==> src/rtl/scrub_pkg.sv <==
package scrub_pkg;
  localparam int unsigned WORD_W  = 32;
  localparam int unsigned MODE_HI = 31;
  localparam int unsigned MODE_LO = 30;
  localparam int unsigned INTV_HI = 23;
  localparam int unsigned INTV_LO = 16;
  localparam logic [1:0]  MODE_BACKGROUND = 2'b01;

  typedef enum logic [1:0] {
    SEL_CTRL  = 2'd0,
    SEL_START = 2'd1,
    SEL_END   = 2'd2,
    SEL_PAT   = 2'd3
  } reg_sel_e;
endpackage

==> src/rtl/scrub_regs.sv <==
module scrub_regs
  import scrub_pkg::*;
#(
  parameter int unsigned ADDR_W  = 32,
  parameter int unsigned BLK_LSB = 6,
  parameter int unsigned INTV_W  = 8
) (
  input  logic              clk_i,
  input  logic              rst_ni,
  input  logic              we_i,
  input  logic [1:0]        sel_i,
  input  logic [WORD_W-1:0] wdata_i,
  output logic              en_o,
  output logic [INTV_W-1:0] interval_o,
  output logic [ADDR_W-1:0] start_o,
  output logic [ADDR_W-1:0] end_o,
  output logic [WORD_W-1:0] pattern_o,
  output logic              ctrl_wr_o
);
  localparam int unsigned MODE_W = MODE_HI - MODE_LO + 1;

  logic [MODE_W-1:0] mode_q;
  logic [INTV_W-1:0] intv_q;
  logic [ADDR_W-1:0] start_q, end_q;
  logic [WORD_W-1:0] pat_q;
  reg_sel_e          sel;

  assign sel = reg_sel_e'(sel_i);

  always_ff @(posedge clk_i or negedge rst_ni) begin
    if (!rst_ni) begin
      mode_q  <= '0;
      intv_q  <= '0;
      start_q <= '0;
      end_q   <= '0;
      pat_q   <= '0;
    end else if (we_i) begin
      unique case (sel)
        SEL_CTRL: begin
          mode_q <= wdata_i[MODE_HI:MODE_LO];
          intv_q <= wdata_i[INTV_HI:INTV_LO];
        end
        SEL_START: start_q <= {wdata_i[ADDR_W-1:BLK_LSB], {BLK_LSB{1'b0}}};
        SEL_END:   end_q   <= {wdata_i[ADDR_W-1:BLK_LSB], {BLK_LSB{1'b0}}};
        SEL_PAT:   pat_q   <= wdata_i;
        default: ;
      endcase
    end
  end

  assign en_o       = (mode_q == MODE_BACKGROUND) && (intv_q != '0);
  assign interval_o = intv_q;
  assign start_o    = start_q;
  assign end_o      = end_q;
  assign pattern_o  = pat_q;
  assign ctrl_wr_o  = we_i && (sel == SEL_CTRL);
endmodule

==> src/rtl/scrub_pacer.sv <==
module scrub_pacer #(
  parameter int unsigned INTV_W = 8
) (
  input  logic              clk_i,
  input  logic              rst_ni,
  input  logic              tick_i,
  input  logic              en_i,
  input  logic              busy_i,
  input  logic              restart_i,
  input  logic [INTV_W-1:0] interval_i,
  output logic              fire_o
);
  localparam logic [INTV_W-1:0] ONE = INTV_W'(1);

  logic [INTV_W-1:0] cnt_q;
  logic              take;
  logic              last;

  // ticks seen while a request waits are dropped
  assign take   = tick_i && en_i && !busy_i && !restart_i;
  assign last   = (cnt_q == interval_i - ONE);
  assign fire_o = take && last;

  always_ff @(posedge clk_i or negedge rst_ni) begin
    if (!rst_ni)         cnt_q <= '0;
    else if (restart_i)  cnt_q <= '0;
    else if (take)       cnt_q <= last ? '0 : cnt_q + ONE;
  end
endmodule

==> src/rtl/scrub_tracker.sv <==
module scrub_tracker #(
  parameter int unsigned ADDR_W    = 32,
  parameter int unsigned BLK_BYTES = 64
) (
  input  logic              clk_i,
  input  logic              rst_ni,
  input  logic              restart_i,
  input  logic              fire_i,
  input  logic              ack_i,
  input  logic [ADDR_W-1:0] start_i,
  input  logic [ADDR_W-1:0] end_i,
  output logic              valid_o,
  output logic [ADDR_W-1:0] addr_o
);
  localparam logic [ADDR_W-1:0] STEP = ADDR_W'(BLK_BYTES);

  logic              valid_q;
  logic [ADDR_W-1:0] addr_q;
  logic              done;

  assign done = valid_q && ack_i;

  always_ff @(posedge clk_i or negedge rst_ni) begin
    if (!rst_ni) begin
      valid_q <= 1'b0;
      addr_q  <= '0;
    end else if (restart_i) begin
      valid_q <= 1'b0;
      addr_q  <= start_i;
    end else if (done) begin
      valid_q <= 1'b0;
      addr_q  <= (addr_q >= end_i) ? start_i : addr_q + STEP;
    end else if (fire_i) begin
      valid_q <= 1'b1;
    end
  end

  assign valid_o = valid_q;
  assign addr_o  = addr_q;
endmodule

==> src/rtl/scrub_sched.sv <==
module scrub_sched
  import scrub_pkg::*;
#(
  parameter int unsigned ADDR_W    = 32,
  parameter int unsigned BLK_BYTES = 64,
  parameter int unsigned INTV_W    = INTV_HI - INTV_LO + 1
) (
  input  logic              clk_i,
  input  logic              rst_ni,
  input  logic              reg_we_i,
  input  logic [1:0]        reg_sel_i,
  input  logic [WORD_W-1:0] reg_wdata_i,
  input  logic              refresh_tick_i,
  input  logic              ack_i,
  output logic              req_valid_o,
  output logic [ADDR_W-1:0] req_addr_o,
  output logic [WORD_W-1:0] req_pattern_o
);
  localparam int unsigned BLK_LSB = $clog2(BLK_BYTES);

  logic              sched_en;
  logic              ctrl_wr;
  logic              fire;
  logic [INTV_W-1:0] interval;
  logic [ADDR_W-1:0] start_addr, end_addr;

  scrub_regs #(.ADDR_W(ADDR_W), .BLK_LSB(BLK_LSB), .INTV_W(INTV_W)) u_regs (
    .clk_i      (clk_i),
    .rst_ni     (rst_ni),
    .we_i       (reg_we_i),
    .sel_i      (reg_sel_i),
    .wdata_i    (reg_wdata_i),
    .en_o       (sched_en),
    .interval_o (interval),
    .start_o    (start_addr),
    .end_o      (end_addr),
    .pattern_o  (req_pattern_o),
    .ctrl_wr_o  (ctrl_wr)
  );

  scrub_pacer #(.INTV_W(INTV_W)) u_pacer (
    .clk_i      (clk_i),
    .rst_ni     (rst_ni),
    .tick_i     (refresh_tick_i),
    .en_i       (sched_en),
    .busy_i     (req_valid_o),
    .restart_i  (ctrl_wr),
    .interval_i (interval),
    .fire_o     (fire)
  );

  scrub_tracker #(.ADDR_W(ADDR_W), .BLK_BYTES(BLK_BYTES)) u_track (
    .clk_i     (clk_i),
    .rst_ni    (rst_ni),
    .restart_i (ctrl_wr),
    .fire_i    (fire),
    .ack_i     (ack_i),
    .start_i   (start_addr),
    .end_i     (end_addr),
    .valid_o   (req_valid_o),
    .addr_o    (req_addr_o)
  );
endmodule

==> config.mk <==
export PLATFORM = sky130hd
export DESIGN_NAME = scrub_sched
export DESIGN_NICKNAME = d
export VERILOG_FILES = /design/src/rtl/scrub_pkg.sv /design/src/rtl/scrub_regs.sv /design/src/rtl/scrub_pacer.sv /design/src/rtl/scrub_tracker.sv /design/src/rtl/scrub_sched.sv
export SDC_FILE = /design/constraint.sdc
export NUM_CORES = 1
export LEC_CHECK = 0
export BUFFER_PORTS_ARGS = -buffer_cell sky130_fd_sc_hd__clkbuf_2
export CORE_MARGIN = 2
export CORE_UTILIZATION = 45
export DETAILED_ROUTE_END_ITERATION = 8
export PLACE_DENSITY = 0.7
export SYNTH_ARGS = -nofsm -noshare
export SYNTH_HDL_FRONTEND = slang
export SYNTH_SLANG_ARGS = --single-unit
==> constraint.sdc <==
create_clock -name clk_i -period 5.35 [get_ports clk_i]
set_input_delay 1.07 -clock clk_i [delete_from_list [all_inputs] [get_ports clk_i]]
set_output_delay 1.07 -clock clk_i [all_outputs]
set_load 0.05 [all_outputs]
=== Word-level counts from Yosys, hierarchy flattened ===
Index checks and enable logic that the tools add are counted.

* Flip-flop bits (word level): 135
* Latch bits: 0
* RAM bits: 0
* Bits in read-only memories: 0
* Output and inout bits: 65
* Memories kept: 0

* Add/sub/neg operators: 3
* Multiply operators: 0
* Div/mod/pow operators: 0
* Order comparisons: 1
* Equal/unequal tests: 5
* Shift-type cells: 0
* Multiplexer cells: 9
* Bitwise gates (word level): 0
* Reduce and logical (&&, ||, !) cells: 18

{| class="wikitable"
|+ Operators with widths
! cell !! count
|-
| $mux 32 || 3
|-
| $add 32x7->32 const B || 1
|-
| $ge 32x32->1 || 1
|-
| $mux 8 || 3
|-
| $add 8x1->8 const B || 1
|-
| $eq 8x8->1 || 1
|-
| $reduce_and 2->1 || 4
|-
| $reduce_bool 8->1 || 1
|-
| $sub 8x1->8 const B || 1
|-
| $logic_and 1x1->1 || 7
|-
| $eq 2x1->1 const B || 2
|-
| $eq 2x2->1 const B || 2
|-
| $reduce_bool 2->1 || 2
|-
| $mux 1 || 3
|-
| $reduce_bool 3->1 || 1
|-
| $logic_not 1->1 || 2
|-
| $logic_not 2->1 || 1
|}

=== Longest topological paths before layout ===
Gate-level depths: netlist of run 1.

* Word-level depth: 9
* Depth in mapped cells: 10
* Gate-level depth less buffers: 8

=== Hierarchy ===
Synthesis of run 1 repeated with hierarchy kept, for this count alone.

* Cells, all modules: 651
* Area total of the unflattened synthesis: 7,290.7 um^2

{| class="wikitable"
|+ Modules (own cells, without submodules)
! module !! instances !! cells each !! area an instance (um^2) !! seq. area each (um^2)
|-
| scrub_regs || 1 || 217 || 3,628.5 || 2,352.3
|-
| scrub_tracker || 1 || 346 || 2,931.6 || 825.8
|-
| scrub_pacer || 1 || 88 || 730.7 || 200.2
|}

=== Worst setup path after synthesis of run 1 ===
OpenSTA, ideal clock, no wires.

* Path kind: reg-to-reg
* From: register u_track.addr_q[9], in the netlist u_track.addr_o[9]
* To: register u_track.addr_q[25], in the netlist u_track.addr_o[25]
* Library setup time: 0.139 ns
* Data arrival time: 2.450 ns
* Required time: 5.211 ns
* Path slack: 2.760 ns
* Stages on the path, launching flop included: 9
* Path buffers: 1
* Clock period less this slack: 2.590 ns
* Cell sequence: dfrtp_1 ha_1 a21o_1 a21o_1 a221oi_1 o21ai_2 nor2_2 buf_2 o221ai_1

* Longest elaborated chain between the ends: 4
* Elaborated cells between the ends (all ways): 5

{| class="wikitable"
|+ RTL lines
! what !! line !! RTL
|-
| from (decl) || scrub_tracker.sv:18 || <nowiki>logic [ADDR_W-1:0] addr_q;</nowiki>
|-
| from (signal assigned) || scrub_tracker.sv:29 || <nowiki>addr_q <= start_i;</nowiki>
|-
| from (signal assigned) || scrub_tracker.sv:32 || <nowiki>addr_q <= (addr_q >= end_i) ? start_i : addr_q + STEP;</nowiki>
|-
| $add 32x7->32 or $ge 32x32->1 (tied branches) || scrub_tracker.sv:32 ||
|-
| $mux 32 * || scrub_tracker.sv:32 ||
|-
| $mux 32 * || scrub_tracker.sv:30 || <nowiki>end else if (done) begin</nowiki>
|-
| $mux 32 * || scrub_tracker.sv:27 || <nowiki>end else if (restart_i) begin</nowiki>
|}

Every way passes the cells marked *; elsewhere a longest branch is shown, timed or not. The select of a mux whose other input is x is not followed.
A chain may end at the register's enable or synchronous reset.

=== Worst setup path after layout of run 1 ===
* From: register u_track.addr_q[25], in the netlist u_track.addr_o[25]
* To: register u_track.addr_q[22], in the netlist u_track.addr_o[22]

* Longest elaborated chain between the ends: 4

{| class="wikitable"
|+ RTL lines
! what !! line
|-
| $ge 32x32->1 || scrub_tracker.sv:32
|-
| $mux 32 || scrub_tracker.sv:32
|-
| $mux 32 || scrub_tracker.sv:30
|-
| $mux 32 || scrub_tracker.sv:27
|}

Every way passes these cells. The select of a mux whose other input is x is not followed.

==> flow_summary_export.csv, run 1 <==
group,metric,value,unit
synth,synthTopCellsByCount,"dfrtp_1, mux2_2, nand2_1, inv_1, ha_1",
cells_and_area,antennaDiodeCount,0,
clock_tree,cts_resized,0,
clock_tree,cts_buffers,17,
sta,worstMarginPinSlew,0.945,ns
worst_setup_path,start_kind,"flop",
pwr,power_density,540,nW/µm²
clock_tree,clkLatencyLatePin,0.42,ns
die,dieArea,16100,µm²
pwr,p_int,2470,µW
synth,synth_area,6780,µm²
pwr,swShare,0.428,
worst_setup_path,r2r-start,"u_track.addr_o[25]$_DFFE_PN0N_",
cells_and_area,layout-drive-gt1-share,0.335,
grt,track_usage,0.206,
pwr,seqPwrFrac,0.345,
synth,netlist_instances,615,
cells_and_area,syn_to_final_growth,17.8,%
sta,rsz0062_at_grt,"false",
die,die-width,127,µm
grt,antenna_found_initial,0,
detailed_routing,first_iter_violations,247,
clock_tree,cts.sinks,129,
synth,synthesis.area_per_instance,11.0,µm²
grt,grt_pass1_vias,5098,
sta,max_slew_margin,0.370,
synth,synthArstFlopShare,1.00,
clock_tree,post_cts_buffers,0,
sta,timing.setup.tns,0,ns
worst_setup_path,path_cells,"ha_1 -> nand4_1 -> nor4_1 -> nand3_1 -> o21ai_2 -> nor2_2 -> o311a_1",
pwr,power.switching,1850,µW
cells_and_area,nets,782,
synth,synth_largest_area_cell,"dfrtp_1",
worst_setup_path,cp-end-kind,"flop",
job,max_cap_viol_count,0,
worst_setup_path,crit_path_top_delay_cell,"o21ai_2",
synth,ys_seq_area_frac,0.476,
sta,setup_violations,0,
grt,grt_max_degree,75,
synth,synth.area.top_cells,"dfrtp_1, mux2_2, ha_1",
die,placeableCoreArea,14600,µm²
synth,synth_edf_count,0,
synth,synth_cell_types,59,
clock_tree,path_clk_slew,0.06,ns
worst_setup_path,r2r_end,"u_track.addr_o[22]$_DFFE_PN0N_",
detailed_routing,routed_wl,15600,µm
status,status,"complete, no violations",
sta,fin_crit,3.09,ns
die,io_pins,104,
worst_hold_path,hold_path.class,"input pin to async pin",
place,io_buffers,97,
synth,netlist.area_leader.share,0.476,
place,gp_congestion,0.845,
synth,synth_most_common_cell,"dfrtp_1",
clock_tree,cts.path.max_buffers,2,
sta,max_freq,0.324,GHz
clock_tree,htree_levels,4,
die,initial_core_util,0.463,
sta,hold_violations,0,
detailed_routing,drc,0,
grt,grt.overflow.total,0,
worst_setup_path,crit_type,"flop to flop",
worst_setup_path,r2r_cells,7,
worst_setup_path,cp_max_fo,18,
clock_tree,cts-root-buf,"clkbuf_16",
pwr,peakVddDrop,0.269,mV
detailed_routing,wl_per_cell,17.1,µm
pwr,power_leakage,0.00367,µW
sta,slew_violations,0,
synth,yosysWarnings,0,
grt,grt_first_pass_wirelength,26100,µm
synth,synth-main-ff-cell,"dfrtp_1",
synth,ys_ff_latch,129,
detailed_routing,ant_nets,0,
clock_tree,hold_buffers,0,
pwr,clkPwrFrac,0.260,
worst_setup_path,worstPathArrival,3.39,ns
die,rows,44,
detailed_routing,first_pass_iters,5,
worst_setup_path,crit_required,5.65,ns
sta,fin_crit_sh,0.577,
cells_and_area,fin_util,0.545,
place,hpwlAfterDp,10900,µm
die,die_h,127,µm
sta,skew,0.00666,ns
worst_setup_path,ff2ff_setup_slack,2.26,ns
worst_setup_path,max_stage_delay,0.66,ns
detailed_routing,routed_via_density,5.60,
pwr,comb_power_share,0.395,
detailed_routing,route.vias.total,5092,
clock_tree,tritoncts,"yes",
[per-stage QoR]
step,setup slack [ns],cells,hold WS [ns],area [µm²],total power [µW]
final,2.26,909,0.490,7990,4320
after global routing,2.05,909,0.489,7990,4590
after CTS,2.28,909,0.477,7990,4350
after detailed placement,2.24,878,0.492,7420,3210
after global placement,2.31,878,0.485,7420,3150
after floorplan,2.76,620,0.473,6800,2750
[flip-flops by register name (all words and copies together) (netlist names)]
register           cells
u_pacer.cnt_q          8
u_regs.mode_q          2
u_track.addr_o        26
u_regs.end_o          26
u_regs.start_o        26
u_regs.interval_o      8
u_regs.pattern_o      32
u_track.valid_o        1
[logic make-up (layout without fill, tap and decap cells)]
family | after synthesis | count (layout) | synth area share
and+or+nand+nor | 178 | 178 | 0.144
xor gates and xnor gates | 9 | 9 | 0.0116
buffers and inverters | 67 | 172 | 0.0452
DFF | 129 | 129 | 0.476
muxes | 91 | 91 | 0.151
other | 1 | 6 | 0.000553
AOI/OAI and AO/OA | 110 | 110 | 0.116
adders and majority gates | 30 | 30 | 0.0554
[cell type report]
| class | count | area [µm²] |
|---|---|---|
| multi-input cells | 424 | 3270 |
| inverters | 36 | 135 |
| fillers | 1283 | 6660 |
| flip-flops and latches | 129 | 3230 |
| clock buffers | 18 | 429 |
| clock inverters | 13 | 141 |
| well taps | 184 | 230 |
| repair buffers | 105 | 548 |
[power groups by stage]
stage               combinational [µW]  clock, µW  sequential (µW)
floorplan                          839          0             1910
global placement                  1670          0             1480
detailed placement                1710          0             1500
CTS                               1720       1150             1480
global route                      1860       1190             1530
finish                            1710       1120             1490
[how the worst max path moves through the flow]
stage                                   start                             end  slack (ns)  cells past startpoint
2_1_floorplan   u_track.addr_o[9]$_DFFE_PN0N_  u_track.addr_o[25]$_DFFE_PN0N_        2.76                      8
3_3_place_gp                         reg_we_i  u_track.addr_o[25]$_DFFE_PN0N_        2.31                      8
3_5_place_dp                         reg_we_i  u_track.addr_o[26]$_DFFE_PN0N_        2.24                      7
4_1_cts        u_track.addr_o[25]$_DFFE_PN0N_  u_track.addr_o[22]$_DFFE_PN0N_        2.28                      7
5_1_grt         u_track.addr_o[9]$_DFFE_PN0N_  u_track.addr_o[10]$_DFFE_PN0N_        2.05                      7
6_report       u_track.addr_o[25]$_DFFE_PN0N_  u_track.addr_o[22]$_DFFE_PN0N_        2.26                      7
[layer usage]
| metal | vias to the layer above | wire length, µm | share of wire | global-route usage |
|---|---|---|---|---|
| met5 | - | 0 | 0 | 0 |
| met4 | 0 | 191 | 0.012 | 0.0627 |
| met3 | 14 | 684 | 0.044 | 0.0510 |
| met2 | 122 | 7440 | 0.48 | 0.334 |
| met1 | 2531 | 7250 | 0.47 | 0.275 |
| li1 | 2425 | - | - | - |
[placed cells by master, fill, tap and decap left out, types with 9 or more instances in the layout]
| cell | netlist | layout |
|---|---|---|
| a211o_1 | 10 | 10 |
| a21oi_1 | 18 | 17 |
| and3_1 | 9 | 9 |
| buf_4 | 7 | 9 |
| clkbuf_16 | 0 | 17 |
| clkbuf_2 | 0 | 96 |
| dfrtp_1 | 129 | 129 |
| ha_1 | 30 | 30 |
| inv_1 | 36 | 36 |
| mux2_2 | 91 | 91 |
| nand2_1 | 61 | 61 |
| nand3_1 | 17 | 16 |
| nor2_1 | 15 | 15 |
| nor3_1 | 13 | 13 |
| o211ai_1 | 21 | 21 |
| o21ai_0 | 19 | 19 |
[worst max-delay path: cells and delay by family (launching register included)]
kind	cells	cell delay (ns)
AOI/OAI and AO/OA	2	1.03
adders and majority gates	1	0.33
DFF	1	0.44
and+or+nand+nor	4	1.15
Note: power is estimated with default switching activity, not from simulation.
==> inputs of run 2 (changes only) <==
Clock period 5.35 ns to 3.2 ns, I/O delays scaled along.
==> flow_summary_export.csv, run 2 (same netlist as run 1, synthesis figures left out) <==
group,metric,value,unit
status,status,"complete, no violations",
die,die_h,127,µm
pwr,peakVddDrop,0.417,mV
clock_tree,clkLatencyLatePin,0.42,ns
grt,grt_use_met1,0.279,
clock_tree,cts_buffers,17,
worst_setup_path,r2r_cells,7,
cells_and_area,final_common_cell,"dfrtp_1",
pwr,power_density,913,nW/µm²
grt,grt_max_degree,51,
detailed_routing,route.vias.total,5179,
detailed_routing,wl_per_cell,17.7,µm
clock_tree,path_clk_slew,0.06,ns
die,die-width,127,µm
sta,setup_violations,0,
die,initial_core_util,0.463,
cells_and_area,layout_common_cells,"dfrtp_1, clkbuf_2, mux2_2, nand2_1, inv_1",
grt,grt.met2_usage,0.340,
clock_tree,cts_resized,0,
detailed_routing,first_iter_violations,267,
die,placeableCoreArea,14600,µm²
worst_setup_path,crit_required,3.50,ns
clock_tree,cts-root-buf,"clkbuf_16",
clock_tree,tritoncts,"yes",
sta,slew_violations,0,
grt,antenna_found_initial,0,
clock_tree,post_cts_buffers,0,
sta,fin_crit_sh,0.909,
die,rows,44,
cells_and_area,largest_reg_flops,32,
sta,hold_violations,0,
sta,holdWs,0.245,ns
job,max_cap_viol_count,0,
worst_setup_path,crit_path_top_delay_cell,"a221oi_1",
clock_tree,cts.sinks,129,
worst_setup_path,cp-end-kind,"flop",
clock_tree,cts.path.max_buffers,2,
grt,grt_first_pass_wirelength,26400,µm
worst_setup_path,worstPathArrival,3.21,ns
worst_setup_path,ff2ff_setup_slack,0.29,ns
sta,timing.setup.tns,0,ns
place,pre_cts_ws,0.348,ns
cells_and_area,layout-drive-gt1-share,0.342,
worst_setup_path,start_kind,"flop",
worst_setup_path,crit_type,"flop to flop",
sta,max_freq,0.344,GHz
detailed_routing,routed_via_density,5.65,
grt,grtUsageMet3,0.0434,
sta,skew,0.0109,ns
pwr,power_leakage,0.00373,µW
cells_and_area,nets,788,
worst_setup_path,r2r-start,"u_track.addr_o[9]$_DFFE_PN0N_",
worst_hold_path,hold_path.class,"input pin to async pin",
clock_tree,htree_levels,4,
worst_setup_path,max_stage_delay,0.51,ns
cells_and_area,syn_to_final_growth,19.3,%
worst_setup_path,r2r_end,"u_track.addr_o[26]$_DFFE_PN0N_",
grt,grt_pass1_vias,5115,
place,gp_congestion,0.853,
detailed_routing,ant_nets,0,
die,dieArea,16100,µm²
sta,max_slew_margin,0.369,
place,hpwlAfterDp,11500,µm
worst_setup_path,path_cells,"ha_1 -> a21o_1 -> a21o_1 -> a221oi_1 -> o21a_1 -> nand2_1 -> a311o_2",
place,io_buffers,97,
grt,grt.overflow.total,0,
detailed_routing,first_pass_iters,6,
pwr,power,7380,µW
worst_setup_path,crit_top_cell,"a21o_1",
sta,fin_crit,2.91,ns
worst_setup_path,cp_max_fo,9,
cells_and_area,fin_util,0.552,
sta,rsz0062_at_grt,"false",
clock_tree,hold_buffers,0,
die,io_pins,104,
sta,finalWorstSetupSlack,0.292,ns
sta,worstMarginPinSlew,0.945,ns
cells_and_area,antennaDiodeCount,0,
detailed_routing,routed_wl,16200,µm
grt,track_usage,0.208,
detailed_routing,drc,0,
grt,grt-busiest-layer,"met2",
worst_setup_path,startpoint,"u_track.addr_o[9]$_DFFE_PN0N_",
run 2: cell count changes in the layout (fill, tap and decap cells not counted):
cell,change
clkinv_4,-2
clkinv_2,-1
inv_6,+1
buf_4,+5
buf_12,+1
clkbuf_8,+2
bufinv_16,+1
run 2: how the worst max path moves through the flow:
stage / endpoint / slack [ns] / depth (start not counted)
2_1_floorplan: u_track.addr_o[25]$_DFFE_PN0N_ / 0.61 / 8
3_3_place_gp: u_track.addr_o[25]$_DFFE_PN0N_ / 0.40 / 7
3_5_place_dp: u_track.addr_o[26]$_DFFE_PN0N_ / 0.35 / 7
4_1_cts: u_track.addr_o[26]$_DFFE_PN0N_ / 0.33 / 7
5_1_grt: u_track.addr_o[10]$_DFFE_PN0N_ / 0.17 / 7
6_report: u_track.addr_o[26]$_DFFE_PN0N_ / 0.29 / 7
run 2: power breakdown:
group          total (µW)  switching, µW  internal, µW
Combinational        2900           1920           977
Clock                2000            734          1270
Sequential           2480            457          2020
Total                7380           3110          4270
run 2: through the flow:
| step | std cells | instance area (µm²) |
|---|---|---|
| after detailed placement | 884 | 7470 |
| after floorplan | 620 | 6800 |
| after CTS | 916 | 8090 |
| final | 916 | 8090 |
| after global placement | 884 | 7470 |
| after global routing | 916 | 8090 |
run 2: final cells by class:
type / instances / area (µm²)
fill: 1287 / 6560
multi-input combinational: 424 / 3270
sequential: 129 / 3230
timing repair buffer: 111 / 606
clock buffer: 20 / 457
tap: 184 / 230
clock inverter: 12 / 158
inverter: 36 / 135
run 2: metal layers:
metal | up-vias | routed length (µm)
li1 | 2449 | -
met1 | 2540 | 7330
met2 | 170 | 7870
met3 | 20 | 756
met4 | 0 | 251
met5 | - | 0
run 2: worst max-delay path, delay by kind of cell (launching register included):
family                     cells  cell delay [ns]
DFF                            1             0.45
adders and majority gates      1             0.34
AOI/OAI and AO/OA              5             1.71
and+or+nand+nor                1             0.28
